==> src/rtl/amo_pkg.sv <==
package amo_pkg;

    localparam int IDX_W = 5;

    typedef enum logic [2:0] {
        AMO_INC = 3'd0,
        AMO_DEC = 3'd1,
        AMO_SET = 3'd2,
        AMO_CLR = 3'd3,
        AMO_ADD = 3'd4,
        AMO_SWP = 3'd5
    } amo_op_e;

    typedef struct packed {
        logic             valid;
        amo_op_e          op;
        logic             dword;
        logic             wb_en;
        logic [IDX_W-1:0] rd;
    } amo_cmd_t;

    typedef enum logic [1:0] {
        ST_IDLE  = 2'd0,
        ST_READ  = 2'd1,
        ST_WRITE = 2'd2
    } amo_state_e;

endpackage

==> src/rtl/amo_decode.sv <==
module amo_decode
    import amo_pkg::*;
(
    input  logic [31:0] insn,
    output amo_cmd_t    cmd
);
    localparam logic [5:0] MAJOR   = 6'b011100;
    localparam logic [5:0] FN_LOP  = 6'b011111;
    localparam logic [4:0] FN_SADD = 5'b01100;
    localparam logic [2:0] OP_MAX  = 3'd5;

    logic unused_regs;
    assign unused_regs = ^insn[25:16];

    always_comb begin
        cmd       = '0;
        cmd.op    = AMO_ADD;
        if (insn[31:26] == MAJOR) begin
            if (insn[5:0] == FN_LOP && insn[7] && insn[10:8] <= OP_MAX) begin
                cmd.valid = 1'b1;
                cmd.op    = amo_op_e'(insn[10:8]);
                cmd.dword = insn[6];
                cmd.wb_en = 1'b1;
                cmd.rd    = insn[15:11];
            end else if (insn[5:1] == FN_SADD && insn[15:6] == 10'd0) begin
                cmd.valid = 1'b1;
                cmd.op    = AMO_ADD;
                cmd.dword = insn[0];
                cmd.wb_en = 1'b0;
                cmd.rd    = '0;
            end
        end
    end
endmodule

==> src/rtl/amo_align.sv <==
module amo_align #(
    parameter int ADDR_W     = 64,
    parameter int WORD_BYTES = 4
) (
    input  logic [ADDR_W-1:0] addr,
    input  logic              dword,
    output logic              misaligned
);
    localparam int WLSB = $clog2(WORD_BYTES);
    localparam int DLSB = WLSB + 1;

    logic unused_hi;
    assign unused_hi = ^addr[ADDR_W-1:DLSB];

    always_comb begin
        if (dword) misaligned = |addr[DLSB-1:0];
        else       misaligned = |addr[WLSB-1:0];
    end
endmodule

==> src/rtl/amo_alu.sv <==
module amo_alu
    import amo_pkg::*;
#(
    parameter int DATA_W = 64
) (
    input  amo_op_e           op,
    input  logic              dword,
    input  logic [DATA_W-1:0] old_val,
    input  logic [DATA_W-1:0] operand,
    output logic [DATA_W-1:0] new_val
);
    localparam int HALF = DATA_W / 2;

    logic [DATA_W-1:0] size_mask;
    logic [DATA_W-1:0] raw;

    always_comb begin
        size_mask = dword ? {DATA_W{1'b1}} : {{HALF{1'b0}}, {HALF{1'b1}}};
        unique case (op)
            AMO_INC: raw = old_val + DATA_W'(1);
            AMO_DEC: raw = old_val - DATA_W'(1);
            AMO_SET: raw = {DATA_W{1'b1}};
            AMO_CLR: raw = '0;
            AMO_ADD: raw = old_val + operand;
            AMO_SWP: raw = operand;
            default: raw = old_val;
        endcase
        new_val = raw & size_mask;
    end
endmodule

==> src/rtl/amo_unit.sv <==
module amo_unit
    import amo_pkg::*;
#(
    parameter int DATA_W     = 64,
    parameter int ADDR_W     = 64,
    parameter int WORD_BYTES = 4
) (
    input  logic              clk,
    input  logic              rst_n,
    input  logic              req_valid,
    input  logic [31:0]       req_insn,
    input  logic [ADDR_W-1:0] req_addr,
    input  logic [DATA_W-1:0] req_opnd,
    output logic              busy,
    output logic              addr_err,
    output logic              mem_req,
    output logic              mem_we,
    output logic              mem_lock,
    output logic              mem_size,
    output logic [ADDR_W-1:0] mem_addr,
    output logic [DATA_W-1:0] mem_wdata,
    input  logic              mem_ack,
    input  logic [DATA_W-1:0] mem_rdata,
    output logic              wb_valid,
    output logic [IDX_W-1:0]  wb_idx,
    output logic [DATA_W-1:0] wb_data
);
    localparam int HALF = DATA_W / 2;
    localparam int WLSB = $clog2(WORD_BYTES);
    localparam int DLSB = WLSB + 1;

    typedef struct packed {
        amo_state_e        st;
        logic [ADDR_W-1:0] addr;
        logic [DATA_W-1:0] opnd;
        amo_cmd_t          cmd;
        logic [DATA_W-1:0] newv;
        logic              err;
    } ctl_t;

    ctl_t s_d, s_q;

    amo_cmd_t          dec_cmd;
    logic              dec_misaligned;
    logic [DATA_W-1:0] old_val;
    logic [DATA_W-1:0] alu_new;

    amo_decode u_decode (
        .insn (req_insn),
        .cmd  (dec_cmd)
    );

    amo_align #(.ADDR_W(ADDR_W), .WORD_BYTES(WORD_BYTES)) u_align (
        .addr       (req_addr),
        .dword      (dec_cmd.dword),
        .misaligned (dec_misaligned)
    );

    // word reads keep only the low half of the returned data
    assign old_val = s_q.cmd.dword ? mem_rdata : {{HALF{1'b0}}, mem_rdata[HALF-1:0]};

    amo_alu #(.DATA_W(DATA_W)) u_alu (
        .op      (s_q.cmd.op),
        .dword   (s_q.cmd.dword),
        .old_val (old_val),
        .operand (s_q.opnd),
        .new_val (alu_new)
    );

    always_comb begin
        s_d     = s_q;
        s_d.err = 1'b0;
        unique case (s_q.st)
            ST_IDLE: begin
                if (req_valid && dec_cmd.valid) begin
                    if (dec_misaligned) begin
                        s_d.err = 1'b1;
                    end else begin
                        s_d.st   = ST_READ;
                        s_d.addr = req_addr;
                        s_d.opnd = req_opnd;
                        s_d.cmd  = dec_cmd;
                    end
                end
            end
            ST_READ: begin
                if (mem_ack) begin
                    s_d.newv = alu_new;
                    s_d.st   = ST_WRITE;
                end
            end
            ST_WRITE: begin
                if (mem_ack) s_d.st = ST_IDLE;
            end
            default: s_d.st = ST_IDLE;
        endcase
    end

    always_ff @(posedge clk or negedge rst_n) begin
        if (!rst_n) s_q <= '0;
        else        s_q <= s_d;
    end

    assign busy      = (s_q.st != ST_IDLE);
    assign addr_err  = s_q.err;
    assign mem_req   = (s_q.st == ST_READ) || (s_q.st == ST_WRITE);
    assign mem_we    = (s_q.st == ST_WRITE);
    assign mem_lock  = mem_req;
    assign mem_size  = s_q.cmd.dword;
    assign mem_addr  = s_q.addr;
    assign mem_wdata = s_q.newv;
    assign wb_valid  = (s_q.st == ST_READ) && mem_ack && s_q.cmd.wb_en;
    assign wb_idx    = s_q.cmd.rd;
    assign wb_data   = old_val;


    lock_into_write_chk: assert property (@(posedge clk) disable iff (!rst_n)
        (mem_req && !mem_we && mem_ack) |=> (mem_req && mem_we && mem_lock));


    req_hold_chk: assert property (@(posedge clk) disable iff (!rst_n)
        (mem_req && !mem_ack) |=> (mem_req && $stable(mem_addr) && $stable(mem_we)
                                   && $stable(mem_wdata)));


    wb_on_read_ack_chk: assert property (@(posedge clk) disable iff (!rst_n)
        wb_valid |-> (mem_req && mem_ack && !mem_we));


    err_no_access_chk: assert property (@(posedge clk) disable iff (!rst_n)
        addr_err |-> !mem_req);


    aligned_access_chk: assert property (@(posedge clk) disable iff (!rst_n)
        mem_req |-> (mem_size ? (mem_addr[DLSB-1:0] == '0) : (mem_addr[WLSB-1:0] == '0)));


    word_upper_clear_chk: assert property (@(posedge clk) disable iff (!rst_n)
        (mem_req && mem_we && !mem_size) |-> (mem_wdata[DATA_W-1:HALF] == '0));


    read_follows_accept_chk: assert property (@(posedge clk) disable iff (!rst_n)
        (!busy && req_valid && dec_cmd.valid && !dec_misaligned) |=> (mem_req && !mem_we));
endmodule

==> config.mk <==
export PLATFORM = sky130hd
export DESIGN_NAME = amo_unit
export DESIGN_NICKNAME = d
export VERILOG_FILES = /design/src/rtl/amo_pkg.sv /design/src/rtl/amo_decode.sv /design/src/rtl/amo_align.sv /design/src/rtl/amo_alu.sv /design/src/rtl/amo_unit.sv
export SDC_FILE = /design/constraint.sdc
export NUM_CORES = 1
export LEC_CHECK = 0
export ABC_AREA = 1
export BUFFER_PORTS_ARGS = -buffer_cell sky130_fd_sc_hd__buf_4
export CORE_MARGIN = 8
export CORE_UTILIZATION = 56
export CTS_BUF_LIST = sky130_fd_sc_hd__clkbuf_4
export CTS_CLUSTER_DIAMETER = 40
export DETAILED_ROUTE_END_ITERATION = 12
export PLACE_DENSITY = 0.95
export REMOVE_ABC_BUFFERS = 1
export SYNTH_ARGS = -nofsm -noshare
export SYNTH_HDL_FRONTEND = slang
export SYNTH_SLANG_ARGS = --single-unit
export TNS_END_PERCENT = 20
==> constraint.sdc <==
create_clock -name clk -period 4.6 [get_ports clk]
set_input_delay 0.23 -clock clk [delete_from_list [all_inputs] [get_ports clk]]
set_output_delay 0.23 -clock clk [all_outputs]
set_load 0.02 [all_outputs]
==> metrics.md <==
| Metric | Value |
|---|---|
| Vias in the first global route | `19930` |
| Largest net degree at the start of global routing | `114` |
| Fillers | `2320` |
| Routed Antenna Nets | `0` |
| Post-DR vias/cell | `5.346` |
| Logic gate share of total power | `14.2%` |
| Critical path cell sequence | `nor2_1 > nand2_1 > inv_1 > buf_4 > nand2_1 > nand2_1 > ha_1 > nand2_1 > nand2_1 > inv_1 > nand3_1 > nand2_1 > nand2_1 > nand2_1 > nand2_1 > nand2_1 > nand2_1 > nand2_1 > nand3_1 > nand2_1 > nand2_1 > nand2_1` |
| Initial drt markers | `2116` |
| CP Buf/Inv Count | `3` |
| Clock power frac | `41.0%` |
| Number of max-cap violations | `0` |
| # clock sinks | `205` |
| Worst setup endpoint | `mem_wdata[49]$_DFFE_PN0P_` |
| RePlAce Congestion | `1.035` |
| PortBufs | `421` |
| Synthesis Warnings | `0` |
| WL final | `68980 um` |
| Non-filler cells, final | `3753` |
| Nets@finish | `3612` |
| Critical Path Slowest Stage Cell | `dfrtp_1` |
| Post-synthesis cell area | `17170 um^2` |
| Layout cells sized above 1 | `16.83%` |
| Clock Skews | `0.1014 ns` |
| Worst-Skew Late Latency | `0.76 ns` |
| Critical Path Fanout Max | `15` |
| Post-synthesis register bit count | `205` |
| Critical Path AT | `4.60 ns` |
| Ys async rst share | `100.0%` |
| Chip Width | `191.1 um` |
| H-tree lvl count | `2` |
| Int Pwr | `2.883 mW` |
| Clk slew on worst S/H paths | `0.08 ns` |
| Synth area leader | `dfrtp_1` |
| Root Driver | `clkbuf_4` |
| Via count | `20060` |
| Syn_area_per_cell | `5.999 um^2` |
| Max Root-Sink Buffers | `3` |
| Number of remaining DRC errors | `0` |
| Core box area | `30430 um^2` |
| CTS Buf Count | `56` |
| Total GRT Usage | `36.91%` |
| Final setup TNS | `0 ns` |
| Seq/Total Area, Yosys | `29.88%` |
| Ys flop type | `dfrtp_1` |
| Post-Synthesis Cells | `2862` |
| Slew margin rel. | `25.27%` |
| Max IR drop VDD | `184.4 uV` |
| Pwr dens | `182.5 nW/um^2` |
| Net Sw Power | `1.145 mW` |
| Slew Limit Fails | `0` |
| Top post-synthesis cells by count | `nand2_1 (1277), inv_1 (450), nor2_1 (214)` |
| Status | `complete, no violations` |
| Syn-to-layout area delta | `28.54%` |
| Fmax | `0.2514 GHz` |
| Crit path kind | `register to register` |
| Tightest Hold Check Type | `primary input to async pin` |
| Fin util | `72.52%` |
| Dpl hpwl | `44670 um` |
| TritonCTS clock tree | `done` |
| Hold Violations, Final | `0` |
| Worst Setup Start Kind | `register` |
| Period utilization | `86.48%` |
| CP Launch Point | `s_q[73]$_DFFE_PN0P_` |
| FF-to-FF setup slack | `0.62 ns` |
| Slowest stage delay, CP | `0.52 ns` |
| Antenna violations before repair | `6` |
| Most used cell, CP | `nand2_1` |
| Worst setup EP type | `register` |
| Congestion Overflow GR | `0` |
| Most numerous cell in the Yosys netlist | `nand2_1` |
| Placed cell count | `3446` |
| Worst EP required | `5.22 ns` |
| WL per Instance | `18.38 um` |
| Post-route minimum period | `3.978 ns` |
| Sw Share | `28.43%` |
| Leak pwr | `13.64 nW` |
| Die Y | `191.1 um` |
| Ranking of synthesized cells by area | `dfrtp_1 (30%), nand2_1 (28%), inv_1 (9.8%), buf_4 (7.9%), ha_1 (4.8%)` |
| Worst r2r src | `s_q[73]$_DFFE_PN0P_` |
| RSZ-0062 raised after global routing | `false` |
| Initial Util | `56.42%` |
| Crit-path leading delay family | `simple AND/OR/NAND/NOR gates` |
| Sequential Power Share | `44.8%` |
| EDFF count, synth | `0` |
| Yosys cell types | `35` |
| Stages on worst setup path | `22` |
| Yosys top cell area share | `29.88%` |
| Worst Tran Pin Value | `1.121 ns` |
| Reg2Reg Depth | `22` |
| Critical R2R Capture | `mem_wdata[49]$_DFFE_PN0P_` |
| Ports | `432` |
| Pre-antenna DRT Iters | `6` |
| First-pass GRT wire length | `106800 um` |
| Die area | `36520 um^2` |
| Core Rows | `64` |
| Finish-stage setup viols | `0` |
==> cells by family (layout without fill, tap and decap cells) <==
family                     Yosys count  in the layout  share of synthesized area, %
other                                0              5                             0
xor gates and xnor gates             2              2                        0.1020
AOI/OAI and AO/OA                  244            244                         7.987
buffers and inverters              702           1192                         19.84
and+or+nand+nor                   1642           1642                         37.26
adders and majority gates           67             67                         4.926
DFF                                205            205                         29.88
==> cell usage in the layout (no fill, tap or decap), types with 8 or more instances in the layout <==
master and n:
nand3b_1 8, clkinv_1 9, clkbuf_4 78, buf_4 434, nor2_1 214, dfrtp_1 205
o21ai_0 119, nand2_1 1274, dlygate4sd3_1 209, a21oi_1 71, nand3_1 109, nor3_1 18
o21ai_2 28, inv_1 450, ha_1 66
==> worst min path at each step <==
stage | to | start | slack (ns)
after detailed placement | mem_wdata[59]$_DFFE_PN0P_ | rst_n | 0.35
after global placement | mem_wdata[59]$_DFFE_PN0P_ | rst_n | 0.34
after CTS | wb_idx[3]$_DFFE_PN0P_ | req_addr[1] | 0.12
after global routing | s_q[104]$_DFFE_PN0P_ | rst_n | 0.22
after floorplan | addr_err$_DFF_PN0_ | rst_n | -0.07
final | s_q[104]$_DFFE_PN0P_ | rst_n | 0.18
==> routing by layer <==
metal	track usage [%]	vias to the layer above	share of wire, %
li1	-	9374	-
met1	43.36	8899	36
met2	59.21	1426	45
met3	10.84	357	12
met4	22.02	6	6.5
met5	0	-	0.058
==> state kept, by name (all words and copies together), names as in the netlist <==
name,count
addr_err,1
mem_addr,64
mem_size,1
mem_wdata,64
s_q,70
wb_idx,5
==> final cells by class <==
| type | count | area [um^2] | share of cell area, % |
|---|---|---|---|
| antenna | 5 | 12.51 | 0.05670 |
| clock buffer | 78 | 585.6 | 2.653 |
| clock inverter | 15 | 70.07 | 0.3175 |
| inverter | 453 | 1705 | 7.728 |
| multi-input combinational | 1955 | 8666 | 39.27 |
| sequential | 205 | 5130 | 23.25 |
| tap | 396 | 495.5 | 2.245 |
| timing repair buffer | 646 | 5404 | 24.49 |
==> timing repair <==
action                    CTS  global route
gates resized for setup     0             0
buffers inserted            0             0
hold buffers              209             0
hold endpoints to repair  294             0
==> metrics by stage <==
step	setup slack [ns]	area [um^2]	total power, mW	hold WS, ns
floorplan	0.7325	15460	1.953	-0.06559
global placement	1.140	19310	2.231	0.3443
detailed placement	1.043	19310	2.236	0.3478
CTS	0.9376	22060	3.971	0.1248
global route	0.4350	22070	4.167	0.2219
finish	0.6221	22070	4.029	0.1845
==> power by group through the flow <==
| stage | Combinational (mW) | Clock [mW] | Sequential, mW |
|---|---|---|---|
| floorplan | 0.109 | 0 | 1.84 |
| global placement | 0.391 | 0 | 1.84 |
| detailed placement | 0.396 | 0 | 1.84 |
| CTS | 0.544 | 1.62 | 1.81 |
| global route | 0.611 | 1.75 | 1.81 |
| finish | 0.571 | 1.65 | 1.81 |
Power figures use the tool's default switching activity.
